[config.mk]
export PLATFORM = sky130hd
export DESIGN_NAME = bcyc_tracker
export DESIGN_NICKNAME = d
export VERILOG_FILES = /design/src/rtl/bcyc_pkg.sv /design/src/rtl/bcyc_addr_latch.sv /design/src/rtl/bcyc_beat_cnt.sv /design/src/rtl/bcyc_gap_guard.sv /design/src/rtl/bcyc_tracker.sv
export SDC_FILE = /design/constraint.sdc
export NUM_CORES = 1
export LEC_CHECK = 0
export BUFFER_PORTS_ARGS = -buffer_cell sky130_fd_sc_hd__buf_2
export CAP_MARGIN = 20
export CORE_MARGIN = 2
export CORE_UTILIZATION = 45
export CTS_CLUSTER_DIAMETER = 80
export DETAILED_ROUTE_END_ITERATION = 12
export GPL_TIMING_DRIVEN = 0
export PLACE_DENSITY_LB_ADDON = 0.25
export RECOVER_POWER = 25
export SYNTH_ARGS = -nofsm -noshare
export SYNTH_HDL_FRONTEND = slang
export SYNTH_SLANG_ARGS = --single-unit
[constraint.sdc]
create_clock -name clk -period 2.7 [get_ports clk]
set_input_delay 0.135 -clock clk [delete_from_list [all_inputs] [get_ports clk]]
set_output_delay 0.135 -clock clk [all_outputs]
set_load 0.005 [all_outputs]
[src/rtl/bcyc_pkg.sv]
package bcyc_pkg;
   function automatic int unsigned beat_cnt_w(input int unsigned beats);
      return (beats < 2) ? 1 : $clog2(beats + 1);
   endfunction
endpackage

[src/rtl/bcyc_addr_latch.sv]
module bcyc_addr_latch #(
   parameter int unsigned ADDR_W = 29,
   parameter int unsigned DEF_W  = 3
) (
   input  logic              clk,
   input  logic              rst_n,
   input  logic              load_i,
   input  logic [ADDR_W-1:0] addr_i,
   input  logic [DEF_W-1:0]  def_i,
   input  logic              burst_i,
   output logic [ADDR_W-1:0] addr_o,
   output logic [DEF_W-1:0]  def_o,
   output logic              burst_o,
   output logic              same_o
);
   always_ff @(posedge clk) begin
      if (!rst_n) begin
         addr_o  <= '0;
         def_o   <= '0;
         burst_o <= 1'b0;
      end else if (load_i) begin
         addr_o  <= addr_i;
         def_o   <= def_i;
         burst_o <= burst_i;
      end
   end

   assign same_o = (addr_i == addr_o);
endmodule

[src/rtl/bcyc_beat_cnt.sv]
module bcyc_beat_cnt
   import bcyc_pkg::*;
#(
   parameter int unsigned BURST_BEATS = 4
) (
   input  logic clk,
   input  logic rst_n,
   input  logic clr_i,
   input  logic inc_i,
   input  logic burst_i,
   output logic last_o
);
   localparam int unsigned CW = beat_cnt_w(BURST_BEATS);

   logic [CW-1:0] cnt_q;
   logic [CW-1:0] need;

   assign need   = burst_i ? CW'(BURST_BEATS - 1) : '0;
   assign last_o = (cnt_q == need);

   always_ff @(posedge clk) begin
      if (!rst_n)      cnt_q <= '0;
      else if (clr_i)  cnt_q <= '0;
      else if (inc_i)  cnt_q <= cnt_q + 1'b1;
   end
endmodule

[src/rtl/bcyc_gap_guard.sv]
module bcyc_gap_guard #(
   parameter int unsigned MIN_GAP = 2
) (
   input  logic clk,
   input  logic rst_n,
   input  logic start_i,
   output logic block_o
);
   generate
      if (MIN_GAP > 1) begin : g_guard
         localparam int unsigned GW = $clog2(MIN_GAP);
         logic [GW-1:0] gap_q;
         always_ff @(posedge clk) begin
            if (!rst_n)             gap_q <= '0;
            else if (start_i)       gap_q <= GW'(MIN_GAP - 1);
            else if (gap_q != '0)   gap_q <= gap_q - 1'b1;
         end
         assign block_o = (gap_q != '0);
      end else begin : g_none
         logic unused_sig;
         assign unused_sig = start_i ^ clk ^ rst_n;
         assign block_o    = 1'b0;
      end
   endgenerate
endmodule

[src/rtl/bcyc_tracker.sv]
module bcyc_tracker #(
   parameter int unsigned ADDR_W      = 29,
   parameter int unsigned DEF_W       = 3,
   parameter int unsigned BURST_BEATS = 4,
   parameter int unsigned MIN_GAP     = 2
) (
   input  logic              clk,
   input  logic              rst_n,
   input  logic              ads_i,
   input  logic              rdy_i,
   input  logic              boff_i,
   input  logic              burst_i,
   input  logic [ADDR_W-1:0] addr_i,
   input  logic [DEF_W-1:0]  cdef_i,
   output logic [ADDR_W-1:0] lat_addr_o,
   output logic [DEF_W-1:0]  lat_def_o,
   output logic              cyc_active_o,
   output logic              cyc_done_o,
   output logic              abort_pend_o,
   output logic              proto_err_o,
   output logic              restart_match_o
);
   if (ADDR_W < 1)      $error("ADDR_W must be at least 1");
   if (DEF_W < 1)       $error("DEF_W must be at least 1");
   if (BURST_BEATS < 2) $error("BURST_BEATS must be at least 2");

   logic ads_v, accept, busy_err, beat, last, fin, abort;
   logic gap_block, lat_burst, same_addr;
   logic active_q, pend_q, done_q, err_q, match_q;

   assign ads_v    = ads_i & ~boff_i;
   assign accept   = ads_v & ~active_q & ~gap_block;
   assign busy_err = ads_v & (active_q | gap_block);
   assign beat     = rdy_i & ~boff_i & active_q;
   assign fin      = beat & last;
   assign abort    = boff_i & active_q;

   bcyc_addr_latch #(.ADDR_W(ADDR_W), .DEF_W(DEF_W)) u_latch (
      .clk     (clk),
      .rst_n   (rst_n),
      .load_i  (accept),
      .addr_i  (addr_i),
      .def_i   (cdef_i),
      .burst_i (burst_i),
      .addr_o  (lat_addr_o),
      .def_o   (lat_def_o),
      .burst_o (lat_burst),
      .same_o  (same_addr)
   );

   bcyc_beat_cnt #(.BURST_BEATS(BURST_BEATS)) u_beats (
      .clk     (clk),
      .rst_n   (rst_n),
      .clr_i   (accept | abort | fin),
      .inc_i   (beat & ~last),
      .burst_i (lat_burst),
      .last_o  (last)
   );

   bcyc_gap_guard #(.MIN_GAP(MIN_GAP)) u_gap (
      .clk     (clk),
      .rst_n   (rst_n),
      .start_i (fin),
      .block_o (gap_block)
   );

   always_ff @(posedge clk) begin
      if (!rst_n) begin
         active_q <= 1'b0;
         pend_q   <= 1'b0;
         done_q   <= 1'b0;
         err_q    <= 1'b0;
         match_q  <= 1'b0;
      end else begin
         if (accept)            active_q <= 1'b1;
         else if (fin | abort)  active_q <= 1'b0;
         if (accept)            pend_q <= 1'b0;
         else if (abort)        pend_q <= 1'b1;
         done_q  <= fin;
         err_q   <= busy_err;
         match_q <= accept & pend_q & same_addr;
      end
   end

   assign cyc_active_o    = active_q;
   assign abort_pend_o    = pend_q;
   assign cyc_done_o      = done_q;
   assign proto_err_o     = err_q;
   assign restart_match_o = match_q;
endmodule

**Word-level counts from Yosys, hierarchy flattened**

Cells that the tools add are included.

- Bits in registers: 42
- Bits of input ports: 38
- Output and inout bits: 37
- Word-level logic and storage cells: 42

- $add $sub $neg: 2
- Equality and inequality tests: 2
- Muxes and demuxes: 5
- Bitwise logic cells: 20
- Reduce and logical (&&, ||, !) cells: 3

Operator list:

| operator | count |
|---|---|
| $eq 29x29->1 | 1 |
| $and 1x1->1 | 11 |
| $not 1->1 | 5 |
| $mux 1 | 4 |
| $or 1x1->1 | 4 |
| $reduce_or 2->1 | 2 |
| $add 3x1->3 const B | 1 |
| $eq 3x3->1 | 1 |
| $mux 2 | 1 |
| $reduce_bool 2->1 | 1 |
| $sub 1x1->1 const B | 1 |

**Logic depth before layout (Yosys ltp)**

- Word-level depth: 7
- Mapped depth: 5
- Depth with buffers taken out: 4

**Cells and area by module**

From an unflattened synthesis, not the netlist that was laid out.

- Cells, all modules: 182
- Area total of the unflattened synthesis: 1943.1 um^2

Modules (own cells, without submodules):

| module | times used | cells each | area each (um^2) |
|---|---|---|---|
| bcyc_addr_latch | 1 | 145 | 1556.5 |
| bcyc_tracker | 1 | 20 | 216.5 |
| bcyc_beat_cnt | 1 | 15 | 143.9 |
| bcyc_gap_guard | 1 | 2 | 26.3 |

**Worst setup path before layout**

Ideal clock, no wire load.

- Path kind: register -> register
- From: register active_q (netlist: cyc_active_o)
- To: register u_latch.addr_o[0]
- Library setup time: 0.117 ns
- Arrival time: 1.409 ns
- Required time: 2.583 ns
- Path slack: 1.174 ns
- Cell stages (with the launch flop): 6
- Buffers on the path: 2
- Period minus slack after synthesis: 1.526 ns
- Cells stage by stage: dfxtp_1 > or3b_1 > o21a_1 > buf_6 > buf_6 > a22o_1

- Word-level cells in the longest chain between the ends: 3

Ends and longest elaborated chain:

| item | RTL line | text |
|---|---|---|
| start: declaration | bcyc_tracker.sv:29 | `logic active_q, pend_q, done_q, err_q, match_q;` |
| start signal: assignment | bcyc_tracker.sv:69 | `active_q <= 1'b0;` |
| start signal: assignment | bcyc_tracker.sv:75 | `if (accept) active_q <= 1'b1;` |
| start signal: assignment | bcyc_tracker.sv:76 | `else if (fin \| abort) active_q <= 1'b0;` |
| $not 1->1 | bcyc_tracker.sv:32 | `assign accept = ads_v & ~active_q & ~gap_block;` |
| $and 1x1->1 (2 in a row) | bcyc_tracker.sv:32 |  |
| end signal: assignment | bcyc_addr_latch.sv:22 | `addr_o <= addr_i;` |
| end: declaration | bcyc_addr_latch.sv:11 | `output logic [ADDR_W-1:0] addr_o,` |

No other way between the ends.
A chain may end at the register's enable or synchronous reset.

**Worst setup path in the final report**

- From: register active_q (netlist: cyc_active_o)
- To: register u_latch.addr_o[28]

The elaborated chain is that of the path after synthesis.

==> reports/summary.txt <==
Clock slew at reported path FFs = 0.07 ns
Worst Tran Pin Value = 0.505 ns
Switching share of power = 24.3%
Syn Nets = 190
CTS Hold Bufs = 0
Startpoint types = flop
# nets final = 271
Worst r2r src = cyc_active_o$_SDFFE_PN0P_
Die H = 65.1 µm
# setup viols final = 0
Die Wd = 65.1 µm
CP Max Fanout = 10
Detailed placement HPWL = 2.74 mm
Drc violations = 0
CP required = 2.87 ns
Part of the power in combinational logic = 13.7%
H-tree depth = 2
# diodes = 0
Area contributors post-synth = dfxtp_1 49%, a22o_1 17%, xor2_1 15%
Ratio of cells with drive above 1 in the final layout = 36.4%
R2R setup slack = 1.06 ns
# IOs = 75
Final Critical Period = 1.64 ns
Worst VDD drop = 263 µV
Initial DRT Pass Iterations = 4
Final Hold Fails = 0
Pin count of the biggest net entering global routing = 12
Hold Path Class = in -> reg
Yosys top cell by area = dfxtp_1
Max-capacitance violation count = 0
Worst hold path endpoint = u_latch.def_o[1]$_SDFFE_PN0P_
Max Freq = 611 MHz
Initial DRC count = 55
Switching power total = 0.000285 W
#FFs+latches synth = 41
CTS Root Cell = clkbuf_8
Synthesis Warnings = 0
Top cell type's share of synthesized area = 48.9%
FF/Latch Area = 821 µm²
Vias = 1,411
Clk network pwr share = 30.5%
Tot GR Track Use = 18.6%
Full die area = 4240 µm²
Syn-to-layout area delta = 29.7%
Post-synth top cells = 41 x dfxtp_1, 33 x a22o_1, 29 x xor2_1
Layout fillers = 361
CP endpoint kind = flop
Area occupied by multi-input gates = 786 µm²
Setup TNS = 0 ns
Leak Pwr = 1.11 nW
RSZ-0062 raised after global routing = false
Core Area = 3630 µm²
Row count = 22
Data arrival, critical path = 1.81 ns
Hold_sp = cdef_i[1]
Flop pwr share = 55.8%
Reg2reg path depth = 5
Antenna Nets Post-Route = 0
P per Cell Area = 538 nW/µm²
I/O Buffers = 74
Gpl congestion = 0.739
Slew Limit Headroom = 66.0%
Vias per cell = 5.06
Layout Skew = 0.00543 ns
Yosys cell types = 28
Clock Latency Late Sink = 0.28 ns
Mapped Area = 1680 µm²
CTS-repair resized insts = 0
WHS Path Cells = 2
Internal Power = 0.000887 W
Syn Area/Cell = 11.1 µm²
Total clock sinks = 41
Sequential area share after synthesis = 48.9%
Via count of the first global-routing pass = 1,364
Routed WL = 3.62 mm
FFs w/ async S/R, synth = 0%
Grt total ovfl = 0
Initial antenna violation count = 0
Post-CTS Setup Inserts = 0
Post-synth EDFFs = 0
Tot Pwr = 0.00117 W
Initial cell density of the core = 46.2%
CTS tree = built
Most used DFF post-synth = dfxtp_1
Synth Instances = 151
CTS max path bufs = 2
First-pass GRT wire length = 6.04 mm
CTS buffer count = 5
Drt wl/cell = 13.0 µm
Status = finished, final reports clean
Critical R2R Capture = u_latch.addr_o[28]$_SDFFE_PN0P_
Pins Over Slew Limit = 0
Setup CP Type = reg -> reg
Top-count cell post-synth = dfxtp_1
Tcrit/Tclk final = 60.6%
-- worst max-delay path by stage --
stage,startpoint,to,slack [ns]
after global routing,cyc_active_o$_SDFFE_PN0P_,u_latch.addr_o[1]$_SDFFE_PN0P_,0.95
final,cyc_active_o$_SDFFE_PN0P_,u_latch.addr_o[28]$_SDFFE_PN0P_,1.06
after CTS,cyc_active_o$_SDFFE_PN0P_,u_latch.addr_o[4]$_SDFFE_PN0P_,1.06
after global placement,cyc_active_o$_SDFFE_PN0P_,u_latch.addr_o[10]$_SDFFE_PN0P_,1.08
after floorplan,cyc_active_o$_SDFFE_PN0P_,u_latch.addr_o[0]$_SDFFE_PN0P_,1.17
after detailed placement,cyc_active_o$_SDFFE_PN0P_,u_latch.addr_o[0]$_SDFFE_PN0P_,1.08
-- logic make-up (layout without fill, tap and decap cells) --
logic type               count (synthesis)  in the layout  synth area share, %
AO/OA/AOI/OAI                           43             43                 21.1
flip-flops                              41             41                 48.9
XOR/XNOR                                31             31                 16.2
AND/OR/NAND/NOR                         25             25                 8.79
buffers and inverters                   10             90                 4.32
adder cells (fa/ha/maj)                  1              1                0.745
-- state kept, by name, summed over array words and instances (netlist names) --
name,count
u_beats.cnt_q,3
proto_err_o,1
u_latch.def_o,3
u_latch.addr_o,29
cyc_done_o,1
restart_match_o,1
abort_pend_o,1
u_latch.burst_o,1
cyc_active_o,1
-- worst max-delay path, cell delays in order (launching register included) --
cell and delay [ns]:
dfxtp_1 0.38, or3b_1 0.44, o21a_1 0.20, buf_6 0.13, buf_6 0.14, a22o_1 0.23
-- routing by layer --
layer	routed length, µm	track usage (%)	vias up
met3	209	5.03	5
li1	-	-	716
met4	44	8.59	0
met5	0	0	-
met2	1650	29.4	36
met1	1710	23.7	654
-- placed cells by master (no fill, tap or decap), drive strengths merged --
cell	n
a21oi	3
a22o	33
a31o	1
a31oi	1
and3	1
and3b	1
buf	77
clkbuf	11
clkinv	1
dfxtp	41
ha	1
inv	1
nand2	3
nand3	1
nand3b	1
nand4	2
nor2	2
nor2b	4
nor3	1
nor4	7
o211a	1
o211ai	1
o21a	1
o21ai	2
or3	1
or3b	1
xnor2	2
xor2	29
-- cell type report --
type,instances,area share [%]
Timing Repair Buffer,74,16.7
Clock buffer,5,3.16
Clock inverter,1,0.230
Tap cell,48,2.76
Inverter,1,0.172
Sequential cell,41,37.7
Multi-Input combinational cell,100,36.1
Buffer,9,3.16
-- power by group through the flow --
stage	registers (W)	clock network, W	logic [W]
after floorplan	0.000668	0	0.0000818
after global placement	0.000666	0	0.000161
after detailed placement	0.000666	0	0.000163
after CTS	0.000653	0.000366	0.000163
after global routing	0.000658	0.000398	0.000180
final	0.000654	0.000358	0.000160
-- per-stage QoR --
stage	worst slack [ns]	utilization, %	instance area (µm²)	instances	hold slack [ns]
final	1.06	59.9	2180	279	0.0561
after global routing	0.948	59.9	2180	279	0.0625
after CTS	1.06	60.1	2180	279	0.0524
after detailed placement	1.08	58.1	2110	273	0.352
after global placement	1.08	58.1	2110	273	0.344
after floorplan	1.17	-	1680	151	0.242
Note: power is estimated with default switching activity, not from simulation.
